--- config.mk ---
export PLATFORM = sky130hd
export DESIGN_NAME = sdhost_regbank
export DESIGN_NICKNAME = d
export VERILOG_FILES = /design/src/rtl/sdhost_pkg.sv /design/src/rtl/sdhost_decode.sv /design/src/rtl/sdhost_ctrl_regs.sv /design/src/rtl/sdhost_irq_regs.sv /design/src/rtl/sdhost_resp_buf.sv /design/src/rtl/sdhost_regbank.sv
export SDC_FILE = /design/constraint.sdc
export NUM_CORES = 1
export LEC_CHECK = 0
export BUFFER_PORTS_ARGS = -buffer_cell sky130_fd_sc_hd__buf_2
export CAP_MARGIN = 40
export CELL_PAD_IN_SITES_DETAIL_PLACEMENT = 1
export CELL_PAD_IN_SITES_GLOBAL_PLACEMENT = 2
export CORE_MARGIN = 3
export CORE_UTILIZATION = 32
export DETAILED_ROUTE_END_ITERATION = 12
export GPL_TIMING_DRIVEN = 0
export HOLD_SLACK_MARGIN = 0.08
export PLACE_DENSITY = 0.73
export SLEW_MARGIN = 20
export SYNTH_ARGS = -nofsm -noshare
export SYNTH_HDL_FRONTEND = slang
export SYNTH_SLANG_ARGS = --single-unit
--- constraint.sdc ---
create_clock -name clk -period 1.3 [get_ports clk]
set_input_delay 0.195 -clock clk [delete_from_list [all_inputs] [get_ports clk]]
set_output_delay 0.195 -clock clk [all_outputs]
set_load 0.01 [all_outputs]
--- src/rtl/sdhost_pkg.sv ---
// Package: shared constants of the SD host register bank.
// Assumes 16-bit data words and word offsets below 16.
package sdhost_pkg;
    localparam int DATA_W      = 16;
    localparam int NUM_RESP    = 8;
    localparam int NUM_REGS    = 7;
    localparam int RESP_BASE   = 8;
    localparam int CLK_BITS    = 11;
    localparam int CLK_EN_BIT  = 8;
    localparam int CLK_FRZ_BIT = 9;
    localparam int CLK_AUX_BIT = 10;

    // word offsets of the control registers
    localparam int A_PORT  = 0;
    localparam int A_STOP  = 1;
    localparam int A_CLK   = 2;
    localparam int A_OPT   = 3;
    localparam int A_ISTAT = 4;
    localparam int A_ICTL  = 5;
    localparam int A_SRST  = 6;

    localparam logic [7:0]          OPT_LO_FORCE   = 8'hEE;
    localparam logic [CLK_BITS-1:0] CLK_FORCE_MASK =
        CLK_BITS'((1 << CLK_EN_BIT) | (1 << CLK_AUX_BIT));
endpackage

--- src/rtl/sdhost_decode.sv ---
// Module: turns a write strobe and word offset into one-hot register strobes.
// Assumes the register offsets are 0..NREG-1.
module sdhost_decode #(
    parameter int ADDR_W = 4,
    parameter int NREG   = 7
) (
    input  logic              wr_en,
    input  logic [ADDR_W-1:0] addr,
    output logic [NREG-1:0]   sel
);
    // one comparator per register offset
    for (genvar i = 0; i < NREG; i++) begin : g_sel
        assign sel[i] = wr_en && (addr == ADDR_W'(i));
    end
endmodule

--- src/rtl/sdhost_ctrl_regs.sv ---
// Module: port select, stop action, clock control, option and soft reset state.
// Assumes the write strobes are already decoded. srst_q low holds the forced values.
module sdhost_ctrl_regs
    import sdhost_pkg::*;
#(
    parameter bit IS_SDIO = 1'b0
) (
    input  logic                clk,
    input  logic                rst_n,
    input  logic                we_port,
    input  logic                we_stop,
    input  logic                we_clk,
    input  logic                we_opt,
    input  logic                we_srst,
    input  logic [CLK_BITS-1:0] wd_lo,
    input  logic                wd_msb,
    output logic                srst_q,
    output logic [3:0]          port_q,
    output logic                stop_auto_q,
    output logic                stop_b0_q,
    output logic [CLK_BITS-1:0] clk_q,
    output logic                opt_wide_q,
    output logic [7:0]          opt_lo_q
);
    localparam logic [3:0] PORT_RST = IS_SDIO ? 4'h0 : 4'h1;

    // soft reset release bit, starts in reset after a hard reset
    always_ff @(posedge clk) begin
        if (!rst_n)       srst_q <= 1'b0;
        else if (we_srst) srst_q <= wd_lo[0];
    end

    // port select field, not touched by soft reset
    always_ff @(posedge clk) begin
        if (!rst_n)       port_q <= PORT_RST;
        else if (we_port) port_q <= wd_lo[3:0];
    end

    // stop action bits, held at zero during soft reset
    always_ff @(posedge clk) begin
        if (!rst_n || !srst_q) begin
            stop_auto_q <= 1'b0;
            stop_b0_q   <= 1'b0;
        end else if (we_stop) begin
            stop_auto_q <= wd_lo[8];
            stop_b0_q   <= wd_lo[0];
        end
    end

    // clock control, enable and aux bits cleared while soft reset holds
    always_ff @(posedge clk) begin
        if (!rst_n) begin
            clk_q <= '0;
        end else begin
            if (we_clk)  clk_q <= wd_lo;
            if (!srst_q) begin
                clk_q[CLK_EN_BIT]  <= 1'b0;
                clk_q[CLK_AUX_BIT] <= 1'b0;
            end
        end
    end

    // card option fields, forced to the reset pattern during soft reset
    always_ff @(posedge clk) begin
        if (!rst_n || !srst_q) begin
            opt_wide_q <= 1'b0;
            opt_lo_q   <= OPT_LO_FORCE;
        end else if (we_opt) begin
            opt_wide_q <= wd_msb;
            opt_lo_q   <= wd_lo[7:0];
        end
    end
endmodule

--- src/rtl/sdhost_irq_regs.sv ---
// Module: interrupt status flags and interrupt control word.
// Assumes a set event has priority over a clearing write and that soft reset clears both.
module sdhost_irq_regs #(
    parameter int IRQ_W = 16
) (
    input  logic             clk,
    input  logic             rst_n,
    input  logic             in_srst,
    input  logic             we_stat,
    input  logic             we_ctl,
    input  logic [IRQ_W-1:0] wdata,
    input  logic [IRQ_W-1:0] irq_event,
    output logic [IRQ_W-1:0] stat_q,
    output logic [IRQ_W-1:0] ctl_q
);
    logic [IRQ_W-1:0] keep;

    // a written zero acknowledges a flag, a written one keeps it
    always_comb keep = we_stat ? (stat_q & wdata) : stat_q;

    // status flags: events set them, write-zero clears them, soft reset wipes them
    always_ff @(posedge clk) begin
        if (!rst_n || in_srst) stat_q <= '0;
        else                   stat_q <= keep | irq_event;
    end

    // interrupt control word, cleared during soft reset
    always_ff @(posedge clk) begin
        if (!rst_n || in_srst) ctl_q <= '0;
        else if (we_ctl)       ctl_q <= wdata;
    end
endmodule

--- src/rtl/sdhost_resp_buf.sv ---
// Module: response word storage loaded by the command engine.
// Assumes loads during soft reset are dropped and the words are zeroed then.
module sdhost_resp_buf #(
    parameter int DATA_W   = 16,
    parameter int NUM_RESP = 8,
    localparam int IDX_W   = $clog2(NUM_RESP)
) (
    input  logic                             clk,
    input  logic                             rst_n,
    input  logic                             in_srst,
    input  logic                             load,
    input  logic [IDX_W-1:0]                 sel,
    input  logic [DATA_W-1:0]                wdata,
    output logic [NUM_RESP-1:0][DATA_W-1:0]  words
);
    for (genvar i = 0; i < NUM_RESP; i++) begin : g_word
        // one response word, zero-filled while soft reset holds
        always_ff @(posedge clk) begin
            if (!rst_n || in_srst)                    words[i] <= '0;
            else if (load && (sel == IDX_W'(i)))      words[i] <= wdata;
        end
    end
endmodule

--- src/rtl/sdhost_regbank.sv ---
// Module: top of the SD host register bank. Decodes accesses, builds the read
// view with its constant and masked bits, and drives the control outputs.
// Assumes one access per cycle and a read latency of one cycle.
module sdhost_regbank
    import sdhost_pkg::*;
#(
    parameter int ADDR_W  = 4,
    parameter bit IS_SDIO = 1'b0,
    localparam int RIDX_W = $clog2(NUM_RESP)
) (
    input  logic              clk,
    input  logic              rst_n,
    input  logic              wr_en,
    input  logic              rd_en,
    input  logic [ADDR_W-1:0] addr,
    input  logic [DATA_W-1:0] wdata,
    output logic [DATA_W-1:0] rdata,
    output logic              rvalid,
    input  logic [DATA_W-1:0] irq_event,
    input  logic              resp_we,
    input  logic [RIDX_W-1:0] resp_sel,
    input  logic [DATA_W-1:0] resp_wdata,
    output logic [7:0]        sdclk_div,
    output logic              sdclk_en,
    output logic              sdclk_freeze,
    output logic              clk_aux,
    output logic              port_emmc,
    output logic              bus_1bit,
    output logic              auto_stop_en,
    output logic              soft_reset_active
);
    localparam logic [1:0] PORT_ID = IS_SDIO ? 2'b01 : 2'b10;

    logic [NUM_REGS-1:0]               wsel;
    logic                              srst_q;
    logic                              in_srst;
    logic [3:0]                        port_q;
    logic                              stop_auto_q;
    logic                              stop_b0_q;
    logic [CLK_BITS-1:0]               clk_q;
    logic [CLK_BITS-1:0]               clk_view;
    logic                              opt_wide_q;
    logic [7:0]                        opt_lo_q;
    logic [DATA_W-1:0]                 istat_q;
    logic [DATA_W-1:0]                 ictl_q;
    logic [NUM_RESP-1:0][DATA_W-1:0]   resp_q;
    logic [ADDR_W-1:0]                 resp_off;
    logic                              is_resp;
    logic [DATA_W-1:0]                 rd_next;

    assign in_srst = !srst_q;

    sdhost_decode #(.ADDR_W(ADDR_W), .NREG(NUM_REGS)) u_dec (
        .wr_en (wr_en),
        .addr  (addr),
        .sel   (wsel)
    );

    sdhost_ctrl_regs #(.IS_SDIO(IS_SDIO)) u_ctrl (
        .clk         (clk),
        .rst_n       (rst_n),
        .we_port     (wsel[A_PORT]),
        .we_stop     (wsel[A_STOP]),
        .we_clk      (wsel[A_CLK]),
        .we_opt      (wsel[A_OPT]),
        .we_srst     (wsel[A_SRST]),
        .wd_lo       (wdata[CLK_BITS-1:0]),
        .wd_msb      (wdata[DATA_W-1]),
        .srst_q      (srst_q),
        .port_q      (port_q),
        .stop_auto_q (stop_auto_q),
        .stop_b0_q   (stop_b0_q),
        .clk_q       (clk_q),
        .opt_wide_q  (opt_wide_q),
        .opt_lo_q    (opt_lo_q)
    );

    sdhost_irq_regs #(.IRQ_W(DATA_W)) u_irq (
        .clk       (clk),
        .rst_n     (rst_n),
        .in_srst   (in_srst),
        .we_stat   (wsel[A_ISTAT]),
        .we_ctl    (wsel[A_ICTL]),
        .wdata     (wdata),
        .irq_event (irq_event),
        .stat_q    (istat_q),
        .ctl_q     (ictl_q)
    );

    sdhost_resp_buf #(.DATA_W(DATA_W), .NUM_RESP(NUM_RESP)) u_resp (
        .clk     (clk),
        .rst_n   (rst_n),
        .in_srst (in_srst),
        .load    (resp_we),
        .sel     (resp_sel),
        .wdata   (resp_wdata),
        .words   (resp_q)
    );

    // clock control as seen by readers and the clock generator
    always_comb clk_view = in_srst ? (clk_q & ~CLK_FORCE_MASK) : clk_q;

    // response window detection
    always_comb begin
        resp_off = addr - ADDR_W'(RESP_BASE);
        is_resp  = (int'(addr) >= RESP_BASE) && (int'(addr) < RESP_BASE + NUM_RESP);
    end

    // read data selection with constant and forced bits applied
    always_comb begin
        rd_next = '0;
        if (is_resp) begin
            rd_next = in_srst ? '0 : resp_q[RIDX_W'(resp_off)];
        end else begin
            case (int'(addr))
                A_PORT:  rd_next = {6'b0, PORT_ID, 4'b0, port_q};
                A_STOP:  rd_next = in_srst ? '0 : {7'b0, stop_auto_q, 7'b0, stop_b0_q};
                A_CLK:   rd_next = {{(DATA_W-CLK_BITS){1'b0}}, clk_view};
                A_OPT:   rd_next = in_srst ? {8'h40, OPT_LO_FORCE}
                                           : {opt_wide_q, 1'b1, 6'b0, opt_lo_q};
                A_ISTAT: rd_next = in_srst ? '0 : istat_q;
                A_ICTL:  rd_next = in_srst ? '0 : ictl_q;
                A_SRST:  rd_next = {13'b0, 2'b11, srst_q};
                default: rd_next = '0;
            endcase
        end
    end

    // registered read port, one cycle latency
    always_ff @(posedge clk) begin
        if (!rst_n) begin
            rdata  <= '0;
            rvalid <= 1'b0;
        end else begin
            rdata  <= rd_en ? rd_next : '0;
            rvalid <= rd_en;
        end
    end

    assign sdclk_div         = clk_view[7:0];
    assign sdclk_en          = clk_view[CLK_EN_BIT];
    assign sdclk_freeze      = clk_view[CLK_FRZ_BIT];
    assign clk_aux           = clk_view[CLK_AUX_BIT];
    assign port_emmc         = port_q[0];
    assign bus_1bit          = !in_srst && opt_wide_q;
    assign auto_stop_en      = !in_srst && stop_auto_q;
    assign soft_reset_active = in_srst;
endmodule

; ---- Yosys cells after proc, flatten, opt, wreduce, memory -nomap -nowiden
; Cells that the tools add are included.
[word_totals]
ff_bits = 204
in_bits = 60
out_inout_bits = 32
word_cells = 73
[op_classes]
addsub = 1
magnitude_cmp = 2
n_eq_ne = 13
mux = 11
bitwise_logic = 2
n_reduce_logical = 24
[ops]
columns = operator, count
row1 = $mux 16, 7
row2 = $pmux 16 s7, 1
row3 = $bmux 16 s3, 1
row4 = $logic_and 1x1->1, 17
row5 = $and 16x16->16, 1
row6 = $or 16x16->16, 1
row7 = $eq 3x3->1 const B, 4
row8 = $eq 4x3->1 const B, 3
row9 = $mux 11, 1
row10 = $mux 9, 1
row11 = $eq 4x2->1 const B, 2
row12 = $eq 3x2->1 const B, 2
row13 = $eq 4x1->1 const B, 1
row14 = $ge 4x4->1 const B, 1
row15 = $logic_not 4->1, 1
row16 = $lt 3x4->1 const B, 1
row17 = $reduce_and 2->1, 2
row18 = $eq 3x1->1 const B, 1
row19 = $logic_not 3->1, 1
row20 = $sub 3x1->3 const B, 1
row21 = $logic_not 1->1, 2
row22 = $logic_or 1x1->1, 1

; ---- Logic depth before layout (Yosys ltp)
[depth]
ltp_word = 5
mapped_depth = 8
depth_no_buf = 6

; ---- Hierarchy
; From an unflattened synthesis, not the netlist that was laid out.
[unflattened]
hier_cells = 860
area_unflattened_um2 = 9541.7
[modules_own_cells]
columns = mod, instances, cells_per_inst, area_each_um2, seq_area_each_um2
row1 = sdhost_resp_buf, 1, 460, 5267.6, 2562.5
row2 = sdhost_regbank, 1, 181, 2020.7, 340.3
row3 = sdhost_irq_regs, 1, 119, 1197.4, 640.6
row4 = sdhost_ctrl_regs, 1, 88, 987.2, 540.5
row5 = sdhost_decode, 1, 12, 68.8, 0.0

; ---- Worst setup path after synthesis
; No wires, ideal clock.
[synth_timing]
path_kind = in2reg
start = input addr[0]
end = register rdata[10]
setup_ns = 0.134
arrival_time_ns = 1.276
required_ns = 1.166
path_slack_ns = -0.110
path_stages = 7
path_buffers = 4
cell_sequence = buf_6 -> buf_6 -> buf_6 -> buf_4 -> mux4_2 -> mux2i_1 -> o22ai_1
[synth_via]
elab_chain_cells = 5
elab_cells_between_ends = 14
cone_classes = add/sub: 1 / order compare: 1 / eq/ne: 6 / mux: 5 / reduce/logical: 1
[synth_rtl]
columns = element, line_no
row1 = "start, declared", sdhost_regbank.sv:15  ; input logic [ADDR_W-1:0] addr,
row2 = $sub 3x1->3, sdhost_regbank.sv:105  ; resp_off = addr - ADDR_W'(RESP_BASE);
row3 = $bmux 16 s3, sdhost_regbank.sv:113  ; rd_next = in_srst ? '0 : resp_q[RIDX_W'(resp_off)];
row4 = $mux 16 (implied by the code), sdhost_regbank.sv:113
row5 = $mux 16, sdhost_regbank.sv:113
row6 = $mux 16 (*), sdhost_regbank.sv:112  ; if (is_resp) begin
row7 = "end signal, assigned", sdhost_regbank.sv:135  ; rdata <= rd_en ? rd_next : '0;
row8 = "end, declared", sdhost_regbank.sv:17  ; output logic [DATA_W-1:0] rdata,
; Mark *: on every way between the ends. The rest lies on a longest branch, timed or not. The select of a mux whose other input is x is not followed.
; A chain may end at the register's enable or synchronous reset.

; ---- Worst setup path after layout
[layout_timing]
start = register u_ctrl.srst_q
end = output auto_stop_en
[layout_via]
elab_chain_cells = 1
[layout_rtl]
columns = element, line_no
row1 = "start, declared", sdhost_ctrl_regs.sv:17  ; output logic srst_q,
row2 = "start signal, assigned", sdhost_ctrl_regs.sv:30  ; else if (we_srst) srst_q <= wd_lo[0];
row3 = $logic_and 1x1->1, sdhost_regbank.sv:146  ; assign auto_stop_en = !in_srst && stop_auto_q;
row4 = "end, declared", sdhost_regbank.sv:29  ; output logic auto_stop_en,
; Every way passes these cells.

==> reports/metrics.cfg <==
[power_and_ir_drop]
p_leak_nw=4.14
power_frac_seq_pct=43.1
power_density_nw_per_um2=1270
finalPower_mw=14.6
peakVddDrop_mv=0.660
comb_power_share_pct=6.6
p_int_mw=11.1
p_clk_share_pct=50.3
switching_share_pct=23.5
switchingPower_mw=3.42

[min_path]
hp-class=in2reg

[synthesis]
synth.area.top_cells=dfxtp_1 (47%), nand2_1 (14%), a21oi_1 (9.9%)
synth_top_area_cell=dfxtp_1
synth_commonest_cells=nand2_1 (338), dfxtp_1 (204), a21oi_1 (174), buf_2 (39), clkbuf_1 (32)
yosysMostFrequentCell=nand2_1
synth_warnings=0
seq_area_frac_synth_pct=46.6
yosysUniqueCellTypes=42
synth_nets=1107
ys_ff_latch=204
syn_area_sq_um=8770
synth-main-ff-cell=dfxtp_1
synth_top_area_share_pct=46.6
syn_avg_cell_area_sq_um=8.38
synth_edf_count=0
ys_async_sr_fraction_pct=0
syn_inst=1047

[worst_setup_path]
startpoint_type=flop
arrival_ns=1.31
worst_setup_path_end_kind=primary output
cp_top_family=flip-flops
slowest_stage=dfxtp_4
slowest_delay_ns=0.37
worst-path-buf-inv=2
worstPathMaxFanout=5
crit_chain=clkbuf_16, and2_4, buf_6
critPathKind=reg2out
crit_required_ns=1.11

[sta]
hold_slack_ns=0.167
fmax_ghz=0.663
tightest_slew_ns=0.790
maxSlewViolCount=0
setup_slack_ns=-0.209
fin_crit_sh_pct=116
setup_tns_ns=-2.21
rsz0062_at_grt=yes
finalSetupViolCount=20
relSlewSlack_pct=47.2
skew_ns=0.0149
fin_crit_ns=1.51
hold_violations=0

[final_layout]
area_growth_pct=31.2
diodes=0
layout.nets=1268
drive_above_1_share_pct=23.8
fillers=3107
fin_area_sq_um=11500
utilization_pct=43.4

[routing]
dr.pass1.iters=5
drt_iter0_markers=420
drc=0
wire_per_inst_um=21.0
drt.antenna.violating_nets=0
wl_um=32800
routed-via-count=8021
via_per_inst=5.14

[status]
violations=negative setup slack
status=finished, violations left

[place]
placed_area_sq_um=9640
port_buffers=72
hpwl_um=22900
globalplace.congestion=0.801

[grt]
gr-usage-met1_pct=29.5
grt_max_degree=14
met3_usage_pct=3.03
grt_use_total_pct=22.0
grt_overflow=0
use_met2_pct=37.6
grt_pass1_vias=8314
top_usage_layer=met2
antenna_found_initial=0
grt_pass1_wl_um=49600

[cts]
root_buffer=clkbuf_16
cts_buffer_depth=3
cts_tree=done
numCtsBuffers=25
htreeDepth=1
clock_latency_ns=0.55
clock_sinks=204
cts.reportedPaths.clkPinSlew_ns=0.06

[floorplanning]
dieWidth_um=172
coreArea_sq_um=26500
io_pins=92
die_h_um=172
num_rows=59
start_util_pct=33.1
die_area_sq_um=29400

[flow_run]
maxCapViolCount=0

## tightest hold or removal path, cell delays in order
cell and delay (ns):
buf_12 0.13, nand2b_4 0.08, o22ai_1 0.08, o21ai_2 0.11, nor3_1 0.06
## cells in the final DEF (no fill, tap or decap), types with 17 or more instances in the layout
master,instances
nand2_1,335
buf_2,92
buf_6,28
a21oi_1,170
o21ai_0,17
inv_1,18
buf_4,28
dlygate4sd3_1,50
clkbuf_16,26
dfxtp_1,193
mux2i_1,23
mux4_2,29
nand3_1,24
## per-stage QoR
stage                     instances  setup WS, ns
after detailed placement       1454        -0.870
after floorplan                1047       -0.0358
after CTS                      1567        -0.236
final                          1562        -0.209
after global placement         1454        -0.824
after global routing           1562        -0.249
## metal layers
| layer | part of all wire, % | wire length [um] |
|---|---|---|
| met3 | 4.1 | 1330 |
| met5 | 0 | 0 |
| met2 | 47 | 15500 |
| met1 | 46 | 15200 |
| met4 | 2.3 | 745 |
## cell families after synthesis
| kind of cell | after synthesis | share of synthesized area [%] |
|---|---|---|
| buf+inv | 112 | 6.35 |
| mux | 60 | 11.1 |
| simple gates | 425 | 20.3 |
| compound gates | 246 | 15.7 |
| flops | 204 | 46.6 |
## flip-flops by register name, summed over array words and instances, names as in the netlist
register	count
rdata	16
rvalid	1
u_ctrl.clk_q	11
u_ctrl.opt_lo_q	8
u_ctrl.opt_wide_q	1
u_ctrl.port_q	4
u_ctrl.srst_q	1
u_ctrl.stop_auto_q	1
u_ctrl.stop_b0_q	1
u_irq.ctl_q	16
u_irq.stat_q	16
u_resp.words	128
## power by group through the flow
stage	clock network, mW	registers, mW	logic [mW]
finish	7.32	6.27	0.965
global route	7.77	6.27	1.04
CTS	7.47	6.27	0.963
detailed placement	0	6.41	0.813
global placement	0	6.41	0.812
floorplan	0	6.41	0.471
## timing repair
| action | in CTS | in global routing |
|---|---|---|
| resized for setup | 92 | 39 |
| endpoints found under the hold margin | 189 | 0 |
| pin swaps | 7 | 6 |
| buffers inserted | 19 | 2 |
| gates cloned | 1 | 0 |
| hold buffers | 50 | 0 |
| endpoints found under the setup margin | 198 | 93 |
## final timing paths
path	slack, ns	from	to	depth (start not counted)
worst min register to register	0.45	u_resp.words[33]	u_resp.words[33]	2
worst min-delay path	0.17	addr[0]	rdata[8]	5
worst max register to register	-0.19	u_ctrl.srst_q	rdata[5]	7
worst max-delay path	-0.21	u_ctrl.srst_q	auto_stop_en	3
## cell type report
type                    instances  area, sq um  area share [%]
inverters                      19         71.3           0.620
repair buffers                143         1110            9.66
plain buffers                  84          639            5.56
flip-flops and latches        204         4100            35.6
well taps                     335          419            3.64
multi-input cells             731         4300            37.4
clock inverters                10          140            1.22
clock buffers                  36          727            6.32
Power figures use the tool's default switching activity.
